`config.mk`:
```
export PLATFORM = sky130hd
export DESIGN_NAME = cnvs_start_ctl
export DESIGN_NICKNAME = d
export VERILOG_FILES = /design/src/rtl/cnvs_pkg.sv /design/src/rtl/cnvs_sync.sv /design/src/rtl/cnvs_trigger.sv /design/src/rtl/cnvs_len_latch.sv /design/src/rtl/cnvs_start_ctl.sv
export SDC_FILE = /design/constraint.sdc
export NUM_CORES = 1
export LEC_CHECK = 0
export BUFFER_PORTS_ARGS = -buffer_cell sky130_fd_sc_hd__buf_2
export CORE_AREA = 3 3 40 42
export DETAILED_ROUTE_END_ITERATION = 16
export DIE_AREA = 0 0 43 45
export GPL_TIMING_DRIVEN = 0
export HOLD_SLACK_MARGIN = 0.02
export PLACE_DENSITY = 0.57
export RECOVER_POWER = 100
export SYNTH_ARGS = -nofsm -noshare
export SYNTH_HDL_FRONTEND = slang
export SYNTH_HIERARCHICAL = 1
export SYNTH_SLANG_ARGS = --single-unit
export TNS_END_PERCENT = 5
```
`constraint.sdc`:
```
create_clock -name clk_i -period 0.8 [get_ports clk_i]
set_input_delay 0 -clock clk_i [delete_from_list [all_inputs] [get_ports clk_i]]
set_output_delay 0 -clock clk_i [all_outputs]
set_load 0.05 [all_outputs]
```
`src/rtl/cnvs_pkg.sv`:
```
package cnvs_pkg;

  // Width of the control bundle passed through the synchroniser
  localparam int unsigned CTL_W = 4;

  // Bit positions of the control bundle
  localparam int unsigned IDX_CE   = 0;
  localparam int unsigned IDX_CS_N = 1;
  localparam int unsigned IDX_RC_N = 2;
  localparam int unsigned IDX_A0   = 3;

  // Idle value of the bundle: nothing selected, no conversion requested
  localparam logic [CTL_W-1:0] CTL_IDLE = 4'b0110;

  typedef enum logic {
    LEN_FULL  = 1'b0,
    LEN_SHORT = 1'b1
  } conv_len_e;

endpackage

```
`src/rtl/cnvs_sync.sv`:
```
module cnvs_sync #(
  parameter int unsigned W      = 4,
  parameter int unsigned STAGES = 2,
  parameter logic [W-1:0] RST_VAL = '0
) (
  input  logic         clk_i,
  input  logic         rst_n_i,
  input  logic [W-1:0] d_i,
  output logic [W-1:0] q_o
);

  logic [W-1:0] stg_q [STAGES];

  genvar g;
  generate
    for (g = 0; g < STAGES; g++) begin : g_stage
      logic [W-1:0] stg_d;
      if (g == 0) begin : g_first
        assign stg_d = d_i;
      end else begin : g_next
        assign stg_d = stg_q[g-1];
      end

      always_ff @(posedge clk_i or negedge rst_n_i) begin
        if (!rst_n_i) begin
          stg_q[g] <= RST_VAL;
        end else begin
          stg_q[g] <= stg_d;
        end
      end
    end
  endgenerate

  assign q_o = stg_q[STAGES-1];

endmodule

```
`src/rtl/cnvs_trigger.sv`:
```
module cnvs_trigger (
  input  logic clk_i,
  input  logic rst_n_i,
  input  logic ce_i,
  input  logic cs_n_i,
  input  logic rc_n_i,
  input  logic busy_i,
  output logic accept_o,
  output logic start_o
);

  logic cond_now;
  logic cond_q, cond_d;
  logic start_q, start_d;
  logic cond_rise;

  // Next-state logic
  always_comb begin
    cond_now  = ce_i & ~cs_n_i & ~rc_n_i;
    cond_rise = cond_now & ~cond_q;
    accept_o  = cond_rise & ~busy_i;
    cond_d    = cond_now;
    start_d   = accept_o;
  end

  // Registers
  always_ff @(posedge clk_i or negedge rst_n_i) begin
    if (!rst_n_i) begin
      cond_q  <= 1'b0;
      start_q <= 1'b0;
    end else begin
      cond_q  <= cond_d;
      start_q <= start_d;
    end
  end

  assign start_o = start_q;


  start_one_cycle_chk: assert property (@(posedge clk_i) disable iff (!rst_n_i)
    start_q |=> !start_q);


  no_start_busy_chk: assert property (@(posedge clk_i) disable iff (!rst_n_i)
    busy_i |=> !start_q);

endmodule

```
`src/rtl/cnvs_len_latch.sv`:
```
module cnvs_len_latch
  import cnvs_pkg::*;
(
  input  logic clk_i,
  input  logic rst_n_i,
  input  logic load_i,
  input  logic a0_i,
  output logic short_o
);

  conv_len_e len_q, len_d;
  logic      len_en;

  // Next-state logic
  always_comb begin
    len_en = load_i;
    len_d  = a0_i ? LEN_SHORT : LEN_FULL;
  end

  // Register with written-out enable
  always_ff @(posedge clk_i or negedge rst_n_i) begin
    if (!rst_n_i) begin
      len_q <= LEN_FULL;
    end else if (len_en) begin
      len_q <= len_d;
    end
  end

  assign short_o = (len_q == LEN_SHORT);


  len_hold_chk: assert property (@(posedge clk_i) disable iff (!rst_n_i)
    !load_i |=> $stable(short_o));

endmodule

```
`src/rtl/cnvs_start_ctl.sv`:
```
module cnvs_start_ctl
  import cnvs_pkg::*;
#(
  parameter int unsigned SYNC_STAGES = 2
) (
  input  logic clk_i,
  input  logic rst_n_i,
  input  logic ce_i,
  input  logic cs_n_i,
  input  logic rc_n_i,
  input  logic a0_i,
  input  logic busy_i,
  output logic start_o,
  output logic short_o,
  output logic status_o
);

  logic [1:0]       rst_sync_q;
  logic             rst_n;
  logic [CTL_W-1:0] ctl_raw;
  logic [CTL_W-1:0] ctl_s;
  logic             accept;

  // Reset: asserted asynchronously, released on the clock
  always_ff @(posedge clk_i or negedge rst_n_i) begin
    if (!rst_n_i) begin
      rst_sync_q <= 2'b00;
    end else begin
      rst_sync_q <= {rst_sync_q[0], 1'b1};
    end
  end
  assign rst_n = rst_sync_q[1];

  always_comb begin
    ctl_raw           = CTL_IDLE;
    ctl_raw[IDX_CE]   = ce_i;
    ctl_raw[IDX_CS_N] = cs_n_i;
    ctl_raw[IDX_RC_N] = rc_n_i;
    ctl_raw[IDX_A0]   = a0_i;
  end

  cnvs_sync #(
    .W      (CTL_W),
    .STAGES (SYNC_STAGES),
    .RST_VAL(CTL_IDLE)
  ) sync_i (
    .clk_i  (clk_i),
    .rst_n_i(rst_n),
    .d_i    (ctl_raw),
    .q_o    (ctl_s)
  );

  cnvs_trigger trig_i (
    .clk_i   (clk_i),
    .rst_n_i (rst_n),
    .ce_i    (ctl_s[IDX_CE]),
    .cs_n_i  (ctl_s[IDX_CS_N]),
    .rc_n_i  (ctl_s[IDX_RC_N]),
    .busy_i  (busy_i),
    .accept_o(accept),
    .start_o (start_o)
  );

  cnvs_len_latch len_i (
    .clk_i  (clk_i),
    .rst_n_i(rst_n),
    .load_i (accept),
    .a0_i   (ctl_s[IDX_A0]),
    .short_o(short_o)
  );

  assign status_o = busy_i;


  start_needs_select_chk: assert property (@(posedge clk_i) disable iff (!rst_n)
    start_o |-> $past(ctl_s[IDX_CE] & ~ctl_s[IDX_CS_N] & ~ctl_s[IDX_RC_N]));


  len_capture_chk: assert property (@(posedge clk_i) disable iff (!rst_n)
    start_o |-> (short_o == $past(ctl_s[IDX_A0])));

endmodule

```
[After elaboration in Yosys (flattened, before gate mapping)]
Cells that the tools add are included.
Widths: inputs -> output; s select.
Operators by class
  mux-type cells: 1
  bitwise operators: 8
Operators by type and width (number)
  $and 1x1->1: 4
  $not 1->1: 4
  $mux 1: 1
Word-level totals
  register bits: 13
  output and inout port bits: 3
  word-level logic and storage cells: 15
  bits of input ports: 7

[Depth between registers and ports, before layout]
Gate-level depths: netlist of the first run.
  word-level depth: 5
  mapped depth: 3
  depth with buffers taken out: 3

[Hierarchy]
Netlist of the first run, hierarchy kept.
By module, submodules not included
  cnvs_sync: cells an instance 8, sequential area each 205.2 µm², times used 1, area an instance 205.2 µm²
  cnvs_trigger: cells an instance 4, sequential area each 50.0 µm², times used 1, area an instance 75.1 µm²
  cnvs_start_ctl: cells an instance 4, sequential area each 50.0 µm², times used 1, area an instance 61.3 µm²
  cnvs_len_latch: cells an instance 2, sequential area each 25.0 µm², times used 1, area an instance 40.0 µm²

[Least setup slack after synthesis of the first run]
OpenSTA, ideal clock, no wires.
  path kind: register to register
  from: register sync_i.stg_q (netlist bit sync_i/q_o[1])
  to: register len_i.len_q (netlist: len_i/short_o)
  data required time: 675 ps
  library setup time: 125 ps
  period minus slack after synthesis: 1156 ps
  cell stages (with the launch flop): 4
  path slack: -356 ps
  arrival time: 1031 ps
  path buffers: 0
  path through: dfstp_2 nor3b_2 nor3b_2 mux2_4
Between the ends
  longest elaborated chain between the ends: 5
RTL lines
  start, declared: line cnvs_sync.sv:12  | logic [W-1:0] stg_q [STAGES];
  start signal, assigned by index: line cnvs_sync.sv:28  | stg_q[g] <= stg_d;
  $not 1->1: line cnvs_trigger.sv:19  | cond_now = ce_i & ~cs_n_i & ~rc_n_i;
  $and 1x1->1 (2 in a row): line cnvs_trigger.sv:19
  via trig_i.cond_d: line cnvs_trigger.sv:13  | logic cond_q, cond_d;
  $and 1x1->1: line cnvs_trigger.sv:20  | cond_rise = cond_now & ~cond_q;
  $and 1x1->1: line cnvs_trigger.sv:21  | accept_o = cond_rise & ~busy_i;
  via accept: line cnvs_start_ctl.sv:22  | logic accept;
  end signal, assigned: line cnvs_len_latch.sv:25  | len_q <= len_d;
  end, declared: line cnvs_len_latch.sv:11  | conv_len_e len_q, len_d;
The timed path passes the listed nets, and every way through them passes these cells.
A chain may end at the register's enable or synchronous reset.

[Worst setup path in the final report of the first run]
  from: register sync_i.stg_q (netlist bit sync_i/q_o[2])
  to: register len_i.len_q (netlist: len_i/short_o)
Between the ends
  longest elaborated chain between the ends: 4
RTL lines (line)
  $not 1->1: cnvs_trigger.sv:19
  $and 1x1->1: cnvs_trigger.sv:19
  via trig_i.cond_d: cnvs_trigger.sv:13
  $and 1x1->1: cnvs_trigger.sv:20
  $and 1x1->1: cnvs_trigger.sv:21
  via accept: cnvs_start_ctl.sv:22
The timed path passes the listed nets, and every way through them passes these cells.

==> out/summary.txt, run 1 <==
final non-filler cell total - 52
GRT Util Overall - 6.63%
post-synthesis average cell area - 21.2 um^2
clock latency of the later-clocked register in the worst-skew pair - 0.26 ns
largest net degree at the start of global routing - 12
starting density of the core - 29.7%
Final Power - 1.27 mW
number of global-route vias before repair - 204
number of buffers between clock root and the deepest sink - 2
worst slew margin relative to its limit - 60.8%
worst min path class - primary input to async pin
Worst Path Max Fanout - 2
top cells by area in the synthesized netlist - dfrtp_1 (59%), dfstp_2 (28%), nor3b_2 (6.6%)
area of the core region - 1280 um^2
Hold Violations, Final - 0
average wire length per cell after detail routing - 9.00 um
maximum vdd drop - 0.00141 V
Syn Std Cell Area - 382 um^2
number of max-slew violations in the final report - 0
row cnt - 13
post-placement cell area - 445 um^2
cells along the critical path - nor3b_2 > nor3b_4 > mux2_4
kind of cell with the highest combined delay on the critical path - simple AND/OR/NAND/NOR gates
YS warnings - 6
number of nets in the synthesized netlist - 25
power density normalized to cell area - 2330 nW/um^2
antenna violations before repair - 0
nets@finish - 45
Die ar. - 1940 um^2
setup slack at placement - -0.436 ns
worst hold margin - 0.0381 ns
area fraction of the dominant cell type after synthesis - 59.0%
GR Layer Usage met1 - 6.65%
TritonCTS clock tree - done
first-pass iteration count of the detailed router - 1
final worst clock skew - 0.00276 ns
cell with the most instances after synthesis - dfrtp_1
crit path launch type - flip-flop
count of buffer and inverter cells on the critical path - 0
leakage power - 0.249 nW
height of the die - 45 um
clock sink count - 13
number of H-tree branching levels - 1
status - finished with violations
flop and latch count out of synthesis - 13
share of synthesized flip-flops with an asynchronous set or reset - 100%
layout-stage area growth over the synthesis result - 43.0%
total congestion overflow - 0
port bufs - 9
clock edge transition at the registers on the reported setup and hold paths - 0.07 ns
final antenna-violating net count - 0
GR Util met2 - 8.38%
post-layout util - 42.5%
number of DRC markers in iteration 0 - 0
max-capacitance violation count - 0
share of post-route cells with drive strength above 1 - 51.4%
time the worst path needs with I/O delays and setup - 1.22 ns
synth cell count leaders - dfrtp_1 (9), dfstp_2 (4), nor3b_2 (2)
DRC - 0
slowest stage cell, crit path - dfstp_2
required time of the worst setup path - 0.96 ns
Ant. Diodes - 0
unrepaired setup endpoints after global routing - true
Crit path arrival time - 1.38 ns
GRT busiest layer - met4
Critical Setup Path Class - flip-flop to flip-flop
kind of capture point of the worst setup path - flip-flop
Main synth FF type - dfrtp_1
number of inserted filler cells in the final layout - 123
I/O pin count - 10
Clk Tree Root Cell - clkbuf_4
Post-Route Setup TNS - -0.625 ns
fmax - 819 MHz
sequential cell area fraction in the yosys report - 86.6%
total via count after detailed routing - 188
total clock buffers created by CTS - 3
cell count after placement - 42
global-route met3 utilization - 3.59%
EDFF count, synth - 0
violated checks - negative setup slack
wire length of the first global-routing pass - 828 um
area of all placed cells without fillers - 546 um^2
total of endpoints with negative setup slack in the final report - 3
Chip Width - 43 um
Via density - 3.62
worst stage delay on the critical path - 0.37 ns
cell taking the most area after synthesis - dfrtp_1
final weighted congestion in routability-driven placement - 0.566
count of unique library cells instantiated by Yosys - 6
Synth Instances - 18
post-layout worst setup margin - -0.421 ns
Total Wirelength - 468 um
share of the clock period used by the worst path after layout - 153%
actual transition at the worst max-transition pin - 0.591 ns
registers in the layout, summed over array words and instances (netlist names):
register and flops:
rst_sync_q 2, len_i/short_o 1, sync_i/g_stage.stg_d 4, trig_i/cond_q 1, trig_i/start_o 1, sync_i/q_o 4
worst reg2reg max path, cell delays in order, from the launching register on:
cell,delay (ns)
dfstp_2,0.37
nor3b_2,0.19
nor3b_4,0.24
mux2_4,0.31
layout by cell type (no fill, tap or decap):
master	synthesis	final
buf_2	0	5
buf_4	1	2
buf_6	0	2
clkbuf_1	0	3
clkbuf_4	0	3
conb_1	1	1
dfrtp_1	9	9
dfstp_2	4	4
dlygate4sd3_1	0	5
mux2_4	1	1
nor3b_2	2	1
nor3b_4	0	1
cell families after synthesis:
family / after synthesis / synth area share, %
muxes: 1 / 3.93
buffers and inverters: 1 / 1.97
and+or+nand+nor: 2 / 6.56
DFF: 13 / 86.6
other: 1 / 0.983
power breakdown:
part | switching (mW) | leakage (nW) | internal [mW]
Clock | 0.190 | 0.0150 | 0.193
Sequential | 0.0262 | 0.151 | 0.705
Combinational | 0.0783 | 0.0825 | 0.0760
cell type report:
| class | count | area [um^2] | share of cell area (%) |
|---|---|---|---|
| flip-flops and latches | 13 | 330 | 60.6 |
| repair buffers | 15 | 113 | 20.6 |
| plain buffers | 1 | 7.51 | 1.38 |
| clock buffers | 4 | 26.3 | 4.82 |
| well taps | 15 | 18.8 | 3.44 |
| multi-input cells | 4 | 50.0 | 9.17 |
what timing repair did:
action                                 4_1_cts  5_1_grt
pin swaps                                    1        0
endpoints found under the hold margin        7        0
gates cloned                                 0        0
resized for setup                            5        0
hold buffers                                 5        0
setup endpoints to repair                    4        4
setup buffers                                0        1
per-layer routing:
metal  vias to the layer above  share of wire, %  wire, um
met2                         9                47       220
li1                         93                 -         -
met4                         0              0.85         4
met3                         2                10        47
met1                        84                42       196
met5                         -                 0         0
worst paths after layout:
| kind | cells after the start | start | to | slack [ns] |
|---|---|---|---|---|
| worst max-delay path | 3 | sync_i/q_o[2] | len_i/short_o | -0.42 |
| worst min-delay path | 2 | rst_n_i | rst_sync_q[1] | 0.04 |
| worst max register to register | 3 | sync_i/q_o[2] | len_i/short_o | -0.42 |
| worst min register to register | 0 | rst_sync_q[1] | sync_i/g_stage[1].stg_d[3] | 0.16 |
| max in group asynchronous | 0 | rst_sync_q[1] | sync_i/q_o[1] | 0.32 |
| min in group clk_i | 3 | busy_i | trig_i/start_o | 0.05 |
Note: power is estimated with default switching activity, not from simulation.
==> inputs of run 2 (changes only) <==
Settings changed: SETUP_SLACK_MARGIN set to 0.5.
==> out/summary.txt, run 2 (synthesis results as in run 1) <==
final non-filler cell total - 48
layout-stage area growth over the synthesis result - 38.4%
maximum vdd drop - 0.00141 V
Sequential cell area - 330 um^2
fmax - 817 MHz
first-pass iteration count of the detailed router - 1
setup slack at placement - -0.436 ns
clock sink count - 13
clock latency of the later-clocked register in the worst-skew pair - 0.26 ns
antenna violations before repair - 0
actual transition at the worst max-transition pin - 0.500 ns
clock edge transition at the registers on the reported setup and hold paths - 0.07 ns
worst hold margin - -0.172 ns
I/O pin count - 10
Total Wirelength - 449 um
total via count after detailed routing - 175
cell count after placement - 42
Critical Setup Path Class - flip-flop to flip-flop
number of buffers between clock root and the deepest sink - 2
time the worst path needs with I/O delays and setup - 1.22 ns
worst min path class - primary input to flip-flop
DRC - 0
Hold Buf Count CTS - 1
unrepaired setup endpoints after global routing - true
kind of capture point of the worst setup path - flip-flop
final antenna-violating net count - 0
violated checks - negative hold slack, negative setup slack
post-layout worst setup margin - -0.424 ns
final weighted congestion in routability-driven placement - 0.566
nets@finish - 41
crit path launch type - flip-flop
height of the die - 45 um
Via density - 3.65
worst slew margin relative to its limit - 66.6%
post-layout util - 41.1%
TritonCTS clock tree - done
max-capacitance violation count - 0
average wire length per cell after detail routing - 9.35 um
most used cells in the layout excluding fill and tap cells - dfrtp_1 (9), buf_2 (4), dfstp_2 (4), buf_6 (3), clkbuf_4 (3)
number of global-route vias before repair - 192
total of endpoints with negative setup slack in the final report - 3
share of post-route cells with drive strength above 1 - 57.6%
GRT Util Overall - 6.46%
Die ar. - 1940 um^2
leakage power - 0.249 nW
Ant. Diodes - 0
number of inserted filler cells in the final layout - 124
port bufs - 9
wire length of the first global-routing pass - 800 um
Crit path arrival time - 1.38 ns
Final Power - 1.26 mW
row cnt - 13
largest net degree at the start of global routing - 12
total congestion overflow - 0
status - finished with violations
number of H-tree branching levels - 1
area of the core region - 1280 um^2
Clk Tree Root Cell - clkbuf_4
required time of the worst setup path - 0.96 ns
share of the clock period used by the worst path after layout - 153%
most frequent standard cell in the layout excluding fill and tap cells - dfrtp_1
area of combinational cells with multiple inputs - 50.0 um^2
starting density of the core - 29.7%
Worst Path Max Fanout - 2
number of max-slew violations in the final report - 0
final worst clock skew - 0.00260 ns
Chip Width - 43 um
total clock buffers created by CTS - 3
Hold Violations, Final - 4
number of DRC markers in iteration 0 - 0
power density normalized to cell area - 2390 nW/um^2
run 2: cell types whose count changed in the layout (fill, tap and decap cells not counted), sizes merged:
cell and change:
clkbuf -1, dlymetal6s2s +1, dlygate4sd3 -4
run 2: metal layers:
metal  global-route usage [%]  up-vias  part of all wire [%]
met2                     7.19        9                    45
li1                         -       85                     -
met1                     7.16       79                    44
met5                        0        -                     0
met3                     3.59        2                    10
met4                     9.04        0                  0.89
run 2: timing repair:
| item | CTS | global route |
|---|---|---|
| buffers inserted | 0 | 1 |
| endpoints found under the setup margin | 22 | 22 |
| gates cloned | 0 | 0 |
| hold endpoints to repair | 7 | 5 |
| pin swaps | 1 | 0 |
| gates resized for setup | 10 | 2 |
run 2: report_power, final:
| part | switching, mW | total [mW] | internal [mW] |
|---|---|---|---|
| Clock | 0.190 | 0.383 | 0.193 |
| Sequential | 0.0262 | 0.732 | 0.705 |
| Combinational | 0.0767 | 0.150 | 0.0729 |
run 2: final timing paths:
check / startpoint / end / slack, ns / depth (start not counted)
min reg2reg: rst_sync_q[1] / sync_i/g_stage[1].stg_d[3] / 0.16 / 0
min in group asynchronous: rst_n_i / rst_sync_q[1] / 0.04 / 2
max: sync_i/q_o[2] / len_i/short_o / -0.42 / 3
max reg2reg: sync_i/q_o[2] / len_i/short_o / -0.42 / 3
max in group asynchronous: rst_sync_q[1] / sync_i/q_o[1] / 0.32 / 0
min: rc_n_i / sync_i/g_stage[1].stg_d[2] / -0.17 / 1
run 2: worst max-delay path, cell delays in order, from the launching register on:
cell	delay (ns)
dfstp_2	0.37
nor3b_2	0.19
nor3b_4	0.24
mux2_4	0.31
run 2: stage by stage:
stage | cell area, um^2 | TNS [ns] | hold slack (ns)
6_report | 528 | -0.630 | -0.172
5_1_grt | 528 | -0.790 | -0.194
4_1_cts | 517 | -0.590 | -0.183
3_5_place_dp | 445 | -0.535 | -0.213
3_3_place_gp | 445 | -0.473 | -0.215
2_1_floorplan | 382 | -0.376 | -0.296
run 2: area by class of cell:
class / count / share of cell area, %
Clock buffer: 4 / 4.98
Tap cell: 15 / 3.55
Sequential cell: 13 / 62.6
Buffer: 1 / 2.13
Timing Repair Buffer: 11 / 17.3
Multi-Input combinational cell: 4 / 9.48
==> inputs of run 3 (changes only) <==
Settings changed: TNS_END_PERCENT 5 to not set.
==> out/summary.txt, run 3 (synthesis results as in run 1) <==
worst hold margin - -0.173 ns
final worst clock skew - 0.000490 ns
clock edge transition at the registers on the reported setup and hold paths - 0.07 ns
post-layout worst setup margin - -0.420 ns
worst slew margin relative to its limit - 66.6%
number of H-tree branching levels - 1
Total Wirelength - 465 um
area of the core region - 1280 um^2
Hold Violations, Final - 5
number of inserted filler cells in the final layout - 117
Die ar. - 1940 um^2
required time of the worst setup path - 0.95 ns
GRT Util Overall - 6.79%
Chip Width - 43 um
Hold Buf Count CTS - 1
power density normalized to cell area - 2410 nW/um^2
share of post-route cells with drive strength above 1 - 58.8%
Crit path arrival time - 1.37 ns
DRC - 0
time the worst path needs with I/O delays and setup - 1.22 ns
starting density of the core - 29.7%
TritonCTS clock tree - done
number of max-slew violations in the final report - 0
row cnt - 13
worst min path class - primary input to flip-flop
number of global-route vias before repair - 209
share of the clock period used by the worst path after layout - 153%
final antenna-violating net count - 0
fmax - 819 MHz
Final Power - 1.26 mW
total via count after detailed routing - 189
maximum vdd drop - 0.00138 V
Via density - 3.86
post-layout util - 40.7%
total of endpoints with negative setup slack in the final report - 4
violated checks - negative hold slack, negative setup slack
kind of capture point of the worst setup path - flip-flop
number of DRC markers in iteration 0 - 0
most used cells in the layout excluding fill and tap cells - dfrtp_1 (7), clkbuf_1 (4), buf_2 (4), dfstp_2 (4)
average wire length per cell after detail routing - 9.49 um
leakage power - 0.240 nW
Critical Setup Path Class - flip-flop to flip-flop
total congestion overflow - 0
most frequent standard cell in the layout excluding fill and tap cells - dfrtp_1
Post-Route Setup TNS - -0.531 ns
antenna violations before repair - 0
post-placement cell area - 448 um^2
wire length of the first global-routing pass - 883 um
max-capacitance violation count - 0
clock sink count - 13
final weighted congestion in routability-driven placement - 0.566
setup slack on the worst flop-to-flop path - -0.42 ns
port bufs - 9
largest net degree at the start of global routing - 8
status - finished with violations
unrepaired setup endpoints after global routing - true
actual transition at the worst max-transition pin - 0.500 ns
crit path launch type - flip-flop
area of all placed cells without fillers - 523 um^2
first-pass iteration count of the detailed router - 1
height of the die - 45 um
Ant. Diodes - 0
I/O pin count - 10
layout-stage area growth over the synthesis result - 37.0%
Worst Path Max Fanout - 2
nets@finish - 42
total clock buffers created by CTS - 3
Clk Tree Root Cell - clkbuf_4
clock latency of the later-clocked register in the worst-skew pair - 0.26 ns
number of buffers between clock root and the deepest sink - 2
setup slack at placement - -0.436 ns
[run 3: cell types whose count changed in the layout (fill, tap and decap cells not counted), sizes merged]
cell | before | now
buf | 9 | 8
clkbuf | 5 | 7
[run 3: area by class of cell]
type | instances | area [um^2] | area share [%]
well taps | 15 | 18.8 | 3.59
multi-input cells | 4 | 50.0 | 9.57
repair buffers | 12 | 83.8 | 16.0
clock buffers | 4 | 26.3 | 5.02
plain buffers | 1 | 11.3 | 2.15
flip-flops and latches | 13 | 333 | 63.6
[run 3: path summary, 6_finish.rpt]
path / depth (start not counted) / end / startpoint
setup reg to reg: 3 / len_i/short_o / sync_i/q_o[2]
hold / removal: 1 / sync_i/g_stage[1].stg_d[2] / rc_n_i
hold reg to reg: 1 / sync_i/g_stage[1].stg_d[0] / rst_sync_q[1]
max in group asynchronous: 1 / sync_i/q_o[1] / rst_sync_q[1]
min in group asynchronous: 2 / rst_sync_q[0] / rst_n_i
setup / recovery: 3 / len_i/short_o / sync_i/q_o[2]
[run 3: where the power goes]
| group | switching [mW] | internal, mW | total [mW] | leakage [nW] |
|---|---|---|---|---|
| Clock | 0.185 | 0.193 | 0.378 | 0.0150 |
| Combinational | 0.0864 | 0.0700 | 0.156 | 0.0767 |
| Sequential | 0.0177 | 0.706 | 0.724 | 0.149 |
| Total | 0.290 | 0.969 | 1.26 | 0.240 |
[run 3: per-layer routing]
metal | share of wire [%] | vias up | GRT usage (%)
li1 | - | 87 | -
met1 | 45 | 93 | 8.91
met2 | 46 | 9 | 8.08
met3 | 9.0 | 0 | 2.39
met4 | 0 | 0 | 7.23
met5 | 0 | - | 0
[run 3: metrics by stage]
step | hold slack, ns | std cells
4_1_cts | -0.183 | 49
3_5_place_dp | -0.214 | 42
5_1_grt | -0.184 | 49
2_1_floorplan | -0.296 | 18
6_report | -0.173 | 49
3_3_place_gp | -0.215 | 42
[run 3: worst max-delay path, cell delays in order (launching register included)]
cell and delay, ns:
dfstp_2 0.37, nor3b_2 0.19, nor3b_4 0.24, mux2_4 0.31
[run 3: timing repair]
action | 4_1_cts | 5_1_grt
hold endpoints to repair | 7 | 5
setup buffers | 2 | 0
pin swaps | 1 | 0
endpoints found under the setup margin | 22 | 15
cloned | 0 | 0
gates resized for setup | 13 | 0
